===== config.mk =====
export PLATFORM = sky130hd
export DESIGN_NAME = i2c_tgt_top
export DESIGN_NICKNAME = d
export VERILOG_FILES = /design/src/rtl/i2c_tgt_pkg.sv /design/src/rtl/i2c_tgt_ctrl.sv /design/src/rtl/i2c_tgt_dp.sv /design/src/rtl/i2c_tgt_top.sv
export SDC_FILE = /design/constraint.sdc
export NUM_CORES = 1
export LEC_CHECK = 0
export BUFFER_PORTS_ARGS = -buffer_cell sky130_fd_sc_hd__buf_2
export CORE_UTILIZATION = 40
export CTS_CLUSTER_DIAMETER = 40
export DETAILED_ROUTE_END_ITERATION = 10
export SETUP_SLACK_MARGIN = 0.15
export SYNTH_ARGS = -nofsm -noshare
export SYNTH_HDL_FRONTEND = slang
export SYNTH_SLANG_ARGS = --single-unit

===== constraint.sdc =====
create_clock -name clk -period 3.2 [get_ports clk]
set_input_delay 0.16 -clock clk [delete_from_list [all_inputs] [get_ports clk]]
set_output_delay 0.16 -clock clk [all_outputs]
set_load 0.01 [all_outputs]

===== src/rtl/i2c_tgt_pkg.sv =====
package i2c_tgt_pkg;
  localparam int BYTE_W = 8;

  typedef enum logic [2:0] {
    ST_IDLE, ST_BYTE_IN, ST_EVAL, ST_ACK_WAIT,
    ST_ACK_DRV, ST_BYTE_OUT, ST_HOST_ACK, ST_SKIP
  } tgtState_e;

  typedef enum logic [1:0] {K_ADDR, K_PTR, K_DATA} byteKind_e;

  typedef struct packed {
    logic shiftIn;
    logic loadPtr;
    logic writeReg;
    logic incPtr;
    logic loadTx;
    logic shiftTx;
  } dpStrobe_t;
endpackage


===== src/rtl/i2c_tgt_ctrl.sv =====
module i2c_tgt_ctrl
  import i2c_tgt_pkg::*;
#(
  parameter logic [6:0] DEV_ADDR = 7'h68
) (
  input  logic              clk,
  input  logic              rstN,
  input  logic              sclIn,
  input  logic              sdaIn,
  input  logic [BYTE_W-1:0] rxByte,
  input  logic              txBit,
  output dpStrobe_t         stb,
  output logic              sdaBit,
  output logic              sdaOe,
  output logic              busBusy
);
  logic sclMeta, sclS, sclD, sdaMeta, sdaS, sdaD;
  tgtState_e state, nState;
  byteKind_e kind, nKind;
  logic [2:0] bitCnt, nCnt;
  logic readMode, nRead, masterAck, nMack;

  always_ff @(posedge clk) begin
    if (!rstN) begin
      {sclMeta, sclS, sclD} <= 3'b111;
      {sdaMeta, sdaS, sdaD} <= 3'b111;
    end else begin
      {sclMeta, sclS, sclD} <= {sclIn, sclMeta, sclS};
      {sdaMeta, sdaS, sdaD} <= {sdaIn, sdaMeta, sdaS};
    end
  end

  wire sclRise   = sclS & ~sclD;
  wire sclFall   = ~sclS & sclD;
  wire startSeen = sclS & sclD & sdaD & ~sdaS;
  wire stopSeen  = sclS & sclD & ~sdaD & sdaS;
  wire addrHit   = (rxByte[7:1] == DEV_ADDR);

  always_comb begin
    stb    = '0;
    nState = state;
    nKind  = kind;
    nCnt   = bitCnt;
    nRead  = readMode;
    nMack  = masterAck;
    if (startSeen) begin
      nState = ST_BYTE_IN;
      nKind  = K_ADDR;
      nCnt   = '0;
    end else if (stopSeen) begin
      nState = ST_IDLE;
    end else begin
      unique case (state)
        ST_BYTE_IN: if (sclRise) begin
          stb.shiftIn = 1'b1;
          nCnt = bitCnt + 3'd1;
          if (bitCnt == 3'd7) nState = ST_EVAL;
        end
        ST_EVAL: begin
          nState = ST_ACK_WAIT;
          unique case (kind)
            K_ADDR: if (addrHit) nRead = rxByte[0];
                    else nState = ST_SKIP;
            K_PTR:  stb.loadPtr = 1'b1;
            default: begin
              stb.writeReg = 1'b1;
              stb.incPtr   = 1'b1;
            end
          endcase
        end
        ST_ACK_WAIT: if (sclFall) nState = ST_ACK_DRV;
        ST_ACK_DRV: if (sclFall) begin
          nCnt = '0;
          if (kind == K_ADDR && readMode) begin
            stb.loadTx = 1'b1;
            nState = ST_BYTE_OUT;
          end else begin
            nState = ST_BYTE_IN;
            nKind  = (kind == K_ADDR) ? K_PTR : K_DATA;
          end
        end
        ST_BYTE_OUT: if (sclFall) begin
          stb.shiftTx = 1'b1;
          nCnt = bitCnt + 3'd1;
          if (bitCnt == 3'd7) begin
            stb.incPtr = 1'b1;
            nState = ST_HOST_ACK;
          end
        end
        ST_HOST_ACK: begin
          if (sclRise) nMack = ~sdaS;
          if (sclFall) begin
            if (masterAck) begin
              stb.loadTx = 1'b1;
              nCnt = '0;
              nState = ST_BYTE_OUT;
            end else begin
              nState = ST_SKIP;
            end
          end
        end
        default: ;
      endcase
    end
  end

  always_ff @(posedge clk) begin
    if (!rstN) begin
      state     <= ST_IDLE;
      kind      <= K_ADDR;
      bitCnt    <= '0;
      readMode  <= 1'b0;
      masterAck <= 1'b0;
    end else begin
      state     <= nState;
      kind      <= nKind;
      bitCnt    <= nCnt;
      readMode  <= nRead;
      masterAck <= nMack;
    end
  end

  assign sdaBit  = sdaS;
  assign sdaOe   = (state == ST_ACK_DRV) | ((state == ST_BYTE_OUT) & ~txBit);
  assign busBusy = (state != ST_IDLE);
endmodule


===== src/rtl/i2c_tgt_dp.sv =====
module i2c_tgt_dp
  import i2c_tgt_pkg::*;
#(
  parameter int REG_CNT = 16,
  localparam int PTR_W = $clog2(REG_CNT)
) (
  input  logic              clk,
  input  logic              rstN,
  input  dpStrobe_t         stb,
  input  logic              sdaBit,
  input  logic              hostEn,
  input  logic              hostWe,
  input  logic [PTR_W-1:0]  hostAddr,
  input  logic [BYTE_W-1:0] hostWdata,
  output logic [BYTE_W-1:0] hostRdata,
  output logic [BYTE_W-1:0] rxByte,
  output logic              txBit
);
  logic [PTR_W-1:0]  ptr;
  logic [BYTE_W-1:0] txShift;
  logic [BYTE_W-1:0] regVal [REG_CNT];

  for (genvar gi = 0; gi < REG_CNT; gi++) begin : g_reg
    logic [BYTE_W-1:0] q;
    always_ff @(posedge clk) begin
      if (!rstN) q <= '0;
      else if (stb.writeReg && ptr == PTR_W'(gi)) q <= rxByte;
      else if (hostEn && hostWe && hostAddr == PTR_W'(gi)) q <= hostWdata;
    end
    assign regVal[gi] = q;
  end

  always_ff @(posedge clk) begin
    if (!rstN) begin
      ptr     <= '0;
      rxByte  <= '0;
      txShift <= '0;
    end else begin
      if (stb.shiftIn) rxByte <= {rxByte[BYTE_W-2:0], sdaBit};
      if (stb.loadPtr) ptr <= rxByte[PTR_W-1:0];
      else if (stb.incPtr) ptr <= ptr + PTR_W'(1);
      if (stb.loadTx) txShift <= regVal[ptr];
      else if (stb.shiftTx) txShift <= {txShift[BYTE_W-2:0], 1'b1};
    end
  end

  assign txBit     = txShift[BYTE_W-1];
  assign hostRdata = regVal[hostAddr];
endmodule


===== src/rtl/i2c_tgt_top.sv =====
module i2c_tgt_top
  import i2c_tgt_pkg::*;
#(
  parameter logic [6:0] DEV_ADDR = 7'h68,
  parameter int REG_CNT = 16
) (
  input  logic                       clk,
  input  logic                       rstN,
  input  logic                       sclIn,
  input  logic                       sdaIn,
  output logic                       sdaOe,
  output logic                       busBusy,
  input  logic                       hostWe,
  input  logic [$clog2(REG_CNT)-1:0] hostAddr,
  input  logic [BYTE_W-1:0]          hostWdata,
  output logic [BYTE_W-1:0]          hostRdata
);
  dpStrobe_t         stb;
  logic              sdaBit, txBit;
  logic [BYTE_W-1:0] rxByte;

  i2c_tgt_ctrl #(.DEV_ADDR(DEV_ADDR)) ctrl_i (
    .clk(clk), .rstN(rstN), .sclIn(sclIn), .sdaIn(sdaIn),
    .rxByte(rxByte), .txBit(txBit), .stb(stb), .sdaBit(sdaBit),
    .sdaOe(sdaOe), .busBusy(busBusy)
  );

  i2c_tgt_dp #(.REG_CNT(REG_CNT)) dp_i (
    .clk(clk), .rstN(rstN), .stb(stb), .sdaBit(sdaBit),
    .hostEn(~busBusy), .hostWe(hostWe), .hostAddr(hostAddr),
    .hostWdata(hostWdata), .hostRdata(hostRdata),
    .rxByte(rxByte), .txBit(txBit)
  );
endmodule


==> results of run 1 <==
==> synth_stat cells (all sizes together) (2+ instances only) <==
| library cell | instances |
|---|---|
| buf | 36 |
| clkbuf | 51 |
| a22oi | 5 |
| and3 | 3 |
| o21a | 3 |
| nor4 | 4 |
| and3b | 2 |
| a31oi | 3 |
| a21oi | 152 |
| mux2i | 163 |
| dfxtp | 164 |
| nor2 | 25 |
| nor4b | 3 |
| mux4 | 62 |
| inv | 11 |
| nor2b | 6 |
| o221ai | 3 |
| nor3 | 12 |
| or2 | 4 |
| o21ai | 139 |
| nand3 | 26 |
| a211oi | 5 |
| nand4 | 6 |
| nand2 | 26 |
| mux2 | 4 |
| a32oi | 2 |
| and2 | 2 |
| o22ai | 12 |
| ha | 10 |
| nand2b | 12 |
==> worst min path at each step <==
stage	start	end	depth (start not counted)
after floorplan	sclIn	ctrl_i.sclMeta	1
after global placement	sdaIn	ctrl_i.sdaMeta	2
after detailed placement	sclIn	ctrl_i.sclMeta	2
after CTS	hostWdata[7]	dp_i.g_reg[2].q[7]	3
after global routing	hostWdata[0]	dp_i.g_reg[10].q[0]	3
final	hostWdata[0]	dp_i.g_reg[10].q[0]	3
==> worst reg2reg max path, delay by kind of cell (launching register included) <==
family | cells | cell delay, ns
buf+inv | 1 | 0.10
simple gates | 2 | 1.20
compound gates | 1 | 0.08
mux | 1 | 0.28
fa+ha+maj | 1 | 0.45
flops | 1 | 0.36
==> power by group through the flow <==
stage	clock network, mW	registers [mW]	logic (mW)
after floorplan	0	2.13	0.344
after global placement	0	2.14	0.455
final	2.13	2.10	0.467
after global routing	2.22	2.10	0.510
after CTS	2.15	2.10	0.464
after detailed placement	0	2.14	0.461
==> cell usage in the layout, fill, tap and decap left out, drive strengths merged, types with 4 or more instances in the layout <==
master    netlist  final
nand4           6      6
nor2b           6      6
nor3           12     12
inv            11     17
mux4           62     62
or2             4      4
nand2          26     26
nor4            4      4
nor2           25     25
nand3          26     26
ha             10     10
mux2            4      4
a21oi         152    152
a22oi           5      5
a211oi          5      5
dfxtp         164    164
clkinvlp        0      4
buf            36     72
mux2i         163    163
o22ai          12     12
clkbuf         51     17
nand2b         12     12
o21ai         139    139
==> metal layers <==
metal	up-vias	global-route usage (%)	part of all wire, %
met5	-	0	0
met4	0	10.8	3.1
met3	49	4.35	6.4
met2	259	39.0	45
met1	3851	35.9	45
li1	3715	-	-
==> cells by family after synthesis <==
logic type / after synthesis
AO/OA/AOI/OAI: 333
multiplexers: 229
flip-flops: 164
AND/OR/NAND/NOR: 136
buffers and inverters: 98
adder cells (fa/ha/maj): 10
XOR/XNOR: 2
==> area by class of cell <==
cell class	instances	area [um^2]	area share [%]
tap	319	399	3.74
clock inverter	15	173	1.62
multi-input combinational	710	5840	54.7
sequential	164	3280	30.8
clock buffer	17	425	3.99
timing repair buffer	74	510	4.78
inverter	11	41.3	0.387
==> per-stage QoR <==
stage	util, %	total power, mW	hold slack, ns	instances	setup slack (ns)
2_1_floorplan	-	2.48	0.261	972	1.08
4_1_cts	45.5	4.71	0.203	1310	0.618
5_1_grt	45.5	4.83	0.221	1310	0.424
6_report	45.5	4.69	0.222	1310	0.638
3_3_place_gp	42.8	2.60	0.344	1276	0.685
3_5_place_dp	42.8	2.60	0.346	1276	0.619
==> sequential cells by signal, summed over array words and instances, names as in the netlist, 2 cells and up <==
| signal | cells |
|---|---|
| dp_i.g.q | 128 |
| dp_i.ptr | 4 |
| dp_i.txShift | 8 |
| ctrl_i.state | 3 |
| ctrl_i.bitCnt | 3 |
| ctrl_i.kind | 2 |
| dp_i.rxByte | 8 |
==> repair_timing <==
action	CTS	global route
endpoints found under the hold margin	2	0
resized for setup	0	0
hold buffers	2	0
==> results.json, run 1 <==
{
  "synthArstFlopShare_pct": 0,
  "leakage_nw": 3.74,
  "synth-edff-count": 0,
  "drtAntennaViolNets": 0,
  "r2r-end": "dp_i.g_reg[14].q[5]",
  "routedWlPerCell_um": 23.2,
  "switchingPower_mw": 1.27,
  "nNetsFinal": 1005,
  "r2r.worst_path.cells": 6,
  "ios": 27,
  "synth_cell_types": 58,
  "power_frac_comb_pct": 10.0,
  "hpwl_um": 20800,
  "maxCapViolations": 0,
  "finalInstanceArea_mm2": 0.0107,
  "port_buffers": 26,
  "clock_sinks": 164,
  "areaGrowthSynthToFinish_pct": 11.8,
  "ir_drop_mv": 0.289,
  "drv_slew": 0,
  "endpoint_kind": "flop",
  "n_antenna_cell": 0,
  "clkPwrFrac_pct": 45.3,
  "p_seq_share_pct": 44.7,
  "cts_tree": "yes",
  "cp_cell_sequence": "inv_1 > ha_1 > nand3_2 > nor3_2 > mux2i_1 > a21oi_1",
  "drt-total-wl_um": 30400,
  "crit_family": "simple AND/OR/NAND/NOR gates",
  "p_per_area_mw_per_mm2": 440,
  "startpoint": "ctrl_i.state[0]",
  "critPathBufInv": 1,
  "fill_cells": 2237,
  "grt_pass1_wl_um": 46400,
  "status": "finished clean",
  "finalCritPeriodShare_pct": 80.1,
  "cts_buffers": 17,
  "worst_pin_slew_ns": 1.02,
  "synthAdderAreaFrac_pct": 1.31,
  "critPathRequiredTime_ns": 3.53,
  "clockBufferDepth": 2,
  "cts_root_buf": "clkbuf_16",
  "start_util_pct": 40.7,
  "netlist_instances": 972,
  "reg2reg_slack_ns": 0.64,
  "yosys.area_share.xor_xnor_pct": 0.262,
  "drt_iter0_drc": 698,
  "synth_seq_cells": 164,
  "synth_nets": 999,
  "max_freq_mhz": 390,
  "vias": 7874,
  "r2r_start": "ctrl_i.state[0]",
  "first_global_vias": 7249,
  "row_count": 56,
  "slowest_stage": "nor3_2",
  "yosysTopAreaCell": "dfxtp_1",
  "intPower_mw": 3.42,
  "synth_area_mm2": 0.00955,
  "critPathMaxFanout": 13,
  "ys_warn_count": 0,
  "grtUsageTotal_pct": 25.7,
  "clkTransAtPathRegs_ns": 0.08,
  "slew_headroom_pct": 32.1,
  "slowest_delay_ns": 0.88,
  "drc": 0,
  "drive_above_1_share_pct": 19.3,
  "setup.worst_path.end": "dp_i.g_reg[14].q[5]",
  "placed_cell_area_mm2": 0.0101,
  "synth_compound_area_share_pct": 18.7,
  "startpoint_type": "flop",
  "synthFlopType": "dfxtp_1",
  "setup_viol": 0,
  "finalHoldViolCount": 0,
  "antenna_found_initial": 0,
  "avgSynthCellArea_um2": 9.83,
  "worstSetupPathType": "flop to flop",
  "p_sw_share_pct": 27.1,
  "die-area_mm2": 0.0245,
  "place.gp.congestion": 0.887,
  "rsz0062_at_grt": "false",
  "post_cts_buffers": 0,
  "die_w_um": 157,
  "core_mm2": 0.0235,
  "finalCriticalPeriod_ns": 2.56,
  "worst-path-stages": 6,
  "muxShareOfSynthArea_pct": 32.3,
  "die_h_um": 157,
  "final.setup.tns_ns": 0,
  "grt_overflow": 0,
  "worstPathArrival_ns": 2.89,
  "ctsHtreeMaxLevel": 4,
  "synth_area_leaders": "dfxtp_1 34%, mux2i_1 17%, mux4_2 14%, a21oi_1 7.9%, o21ai_0 7.3%",
  "synth_top_area_share_pct": 34.4,
  "yosys.area_share.simple_pct": 8.65,
  "routed_via_density": 6.01,
  "fin_skew_ns": 0.0139,
  "clock_latency_ns": 0.44,
  "synth_top_family_by_area": "multiplexers",
  "firstDrtPassIters": 5,
  "grt_max_degree": 80,
  "ys_seq_area_share_pct": 34.4,
  "hp-class": "input port to flop"
}
No activity file was read; power rests on OpenSTA's default activity.
==> inputs of run 2 (changes only) <==
==> constraint.sdc (replaced) <==
create_clock -name clk -period 2.21 [get_ports clk]
set_input_delay 0.1105 -clock clk [delete_from_list [all_inputs] [get_ports clk]]
set_output_delay 0.1105 -clock clk [all_outputs]
set_load 0.01 [all_outputs]
==> run 2 against run 1 <==
Compared with the run above: count of clock-buffer cells in the layout grew 3; routed wire length is 0.13% lower; clock skew down 0.0070 ns; core utilization increased by 3.0 points.
==> results.json, run 2 (synthesized netlist as in run 1, its figures left out) <==
{
  "r2r_start": "ctrl_i.state[1]",
  "clock_latency_ns": 0.44,
  "slowest_delay_ns": 0.55,
  "cts_root_buf": "clkbuf_16",
  "clkTransAtPathRegs_ns": 0.07,
  "worst_pin_slew_ns": 0.772,
  "nNetsFinal": 1052,
  "start_util_pct": 40.7,
  "ir_drop_mv": 0.378,
  "die_w_um": 157,
  "clock_sinks": 164,
  "routedWlPerCell_um": 22.4,
  "final_common_cell": "mux2i_1",
  "drc": 0,
  "hpwl_um": 21200,
  "startpoint": "dp_i.g_reg[3].q[3]",
  "top_register": "dp_i.g.q",
  "drt_iter0_drc": 778,
  "port_buffers": 26,
  "finalHoldViolCount": 0,
  "areaGrowthSynthToFinish_pct": 19.2,
  "antenna_found_initial": 0,
  "largest_reg_flops": 128,
  "critPathRequiredTime_ns": 2.10,
  "place.gp.congestion": 0.881,
  "worst-path-stages": 3,
  "startpoint_type": "flop",
  "leakage_nw": 4.08,
  "drt-total-wl_um": 30300,
  "row_count": 56,
  "drv_slew": 0,
  "status": "finished clean",
  "drive_above_1_share_pct": 27.5,
  "setup_ws_ns": 0.125,
  "ctsHtreeMaxLevel": 4,
  "setup_viol": 0,
  "place_ws_ns": 0.118,
  "reg2reg_slack_ns": 0.23,
  "grtUsageTotal_pct": 25.4,
  "reg_top3": "dp_i.g.q (128), dp_i.rxByte (8), dp_i.txShift (8)",
  "clockBufferDepth": 2,
  "setup.worst_path.end": "hostRdata[3]",
  "path_common_cell": "mux4_2",
  "finalCriticalPeriod_ns": 2.09,
  "worstSetupPathType": "flop to output pin",
  "cts_tree": "yes",
  "critPathBufInv": 1,
  "cp_cell_sequence": "mux4_2 > mux4_2 > buf_6",
  "firstDrtPassIters": 8,
  "slew_headroom_pct": 48.0,
  "final.setup.tns_ns": 0,
  "vias": 8024,
  "fin_skew_ns": 0.00691,
  "critPathMaxFanout": 3,
  "drtAntennaViolNets": 0,
  "ios": 27,
  "grt_max_degree": 47,
  "grt_overflow": 0,
  "routed_via_density": 5.91,
  "layout.cells.most_common_list": "163 x mux2i_1, 150 x a21oi_1, 135 x o21ai_0",
  "die-area_mm2": 0.0245,
  "rsz0062_at_grt": "true",
  "maxCapViolations": 0,
  "n_antenna_cell": 0,
  "first_global_vias": 7509,
  "p_per_area_mw_per_mm2": 639,
  "max_freq_mhz": 480,
  "crit_family": "multiplexers",
  "hp-class": "input port to flop",
  "slowest_stage": "mux4_2",
  "grt_pass1_wl_um": 46100,
  "r2r-end": "dp_i.g_reg[3].q[2]",
  "endpoint_kind": "output pin",
  "r2r.worst_path.cells": 9,
  "die_h_um": 157,
  "finalCritPeriodShare_pct": 94.4,
  "core_mm2": 0.0235,
  "cts_buffers": 17,
  "worstPathArrival_ns": 1.97
}
## run 2: cell types whose count changed in the layout (fill, tap and decap cells not counted), moves of 4 or more
cell and change:
buf_6 +12, buf_12 +6, dfxtp_2 +32, dfxtp_1 -32, nand3_2 +5, bufinv_16 +4
o21ai_0 -4, buf_4 +34, nand3_1 -5, buf_2 -8
## run 2: routing by layer
metal / GRT usage, % / wire length (um) / vias up
li1: - / - / 3817
met1: 34.9 / 13300 / 3861
met2: 39.6 / 13900 / 310
met3: 6.31 / 2560 / 36
met4: 6.72 / 502 / 0
met5: 0 / 0 / -
## run 2: layout make-up
type | count | area (um^2)
Fill cell | 2148 | 12100
Multi-Input combinational cell | 710 | 5920
Sequential cell | 164 | 3320
Timing Repair Buffer | 121 | 1010
Clock buffer | 20 | 467
Tap cell | 319 | 399
Clock inverter | 12 | 223
Inverter | 11 | 41.3
## run 2: how the worst min path moves through the flow
stage,from,end,slack (ns),cells after the start
finish,hostWdata[7],dp_i.g_reg[2].q[7],0.18,3
global route,hostWdata[6],dp_i.g_reg[1].q[6],0.17,3
CTS,hostWdata[7],dp_i.g_reg[2].q[7],0.16,3
detailed placement,sclIn,ctrl_i.sclMeta,0.29,2
global placement,sdaIn,ctrl_i.sdaMeta,0.30,2
floorplan,sclIn,ctrl_i.sclMeta,0.21,1
## run 2: worst register-to-register path: cells and delay by family, from the launching register on
family	cells	cell delay [ns]
compound gates	1	0.09
fa+ha+maj	1	0.13
buf+inv	3	0.43
flops	1	0.34
mux	1	0.18
simple gates	3	0.70
## run 2: report_power, final
| group | total (mW) | switching [mW] | internal, mW | leakage, nW |
|---|---|---|---|---|
| clock network | 3.48 | 1.27 | 2.21 | 0.333 |
| registers | 3.04 | 0.0389 | 3.00 | 1.34 |
| logic | 0.757 | 0.448 | 0.309 | 2.41 |
## run 2: metrics by stage
stage | hold WS (ns) | instance area [um^2] | power [mW] | std cells | utilization (%)
after floorplan | 0.212 | 9560 | 3.59 | 972 | -
after global placement | 0.300 | 10400 | 3.80 | 1308 | 44.2
after detailed placement | 0.295 | 10400 | 3.80 | 1308 | 44.2
after CTS | 0.156 | 11200 | 7.26 | 1352 | 47.9
after global routing | 0.173 | 11400 | 7.50 | 1357 | 48.5
final | 0.177 | 11400 | 7.28 | 1357 | 48.5
## run 2: timing repair
action	CTS	global route
cloned	0	0
hold endpoints to repair	6	0
buffers inserted	7	5
endpoints found under the setup margin	17	120
resized for setup	25	45
pin swaps	0	5
hold buffers	5	0
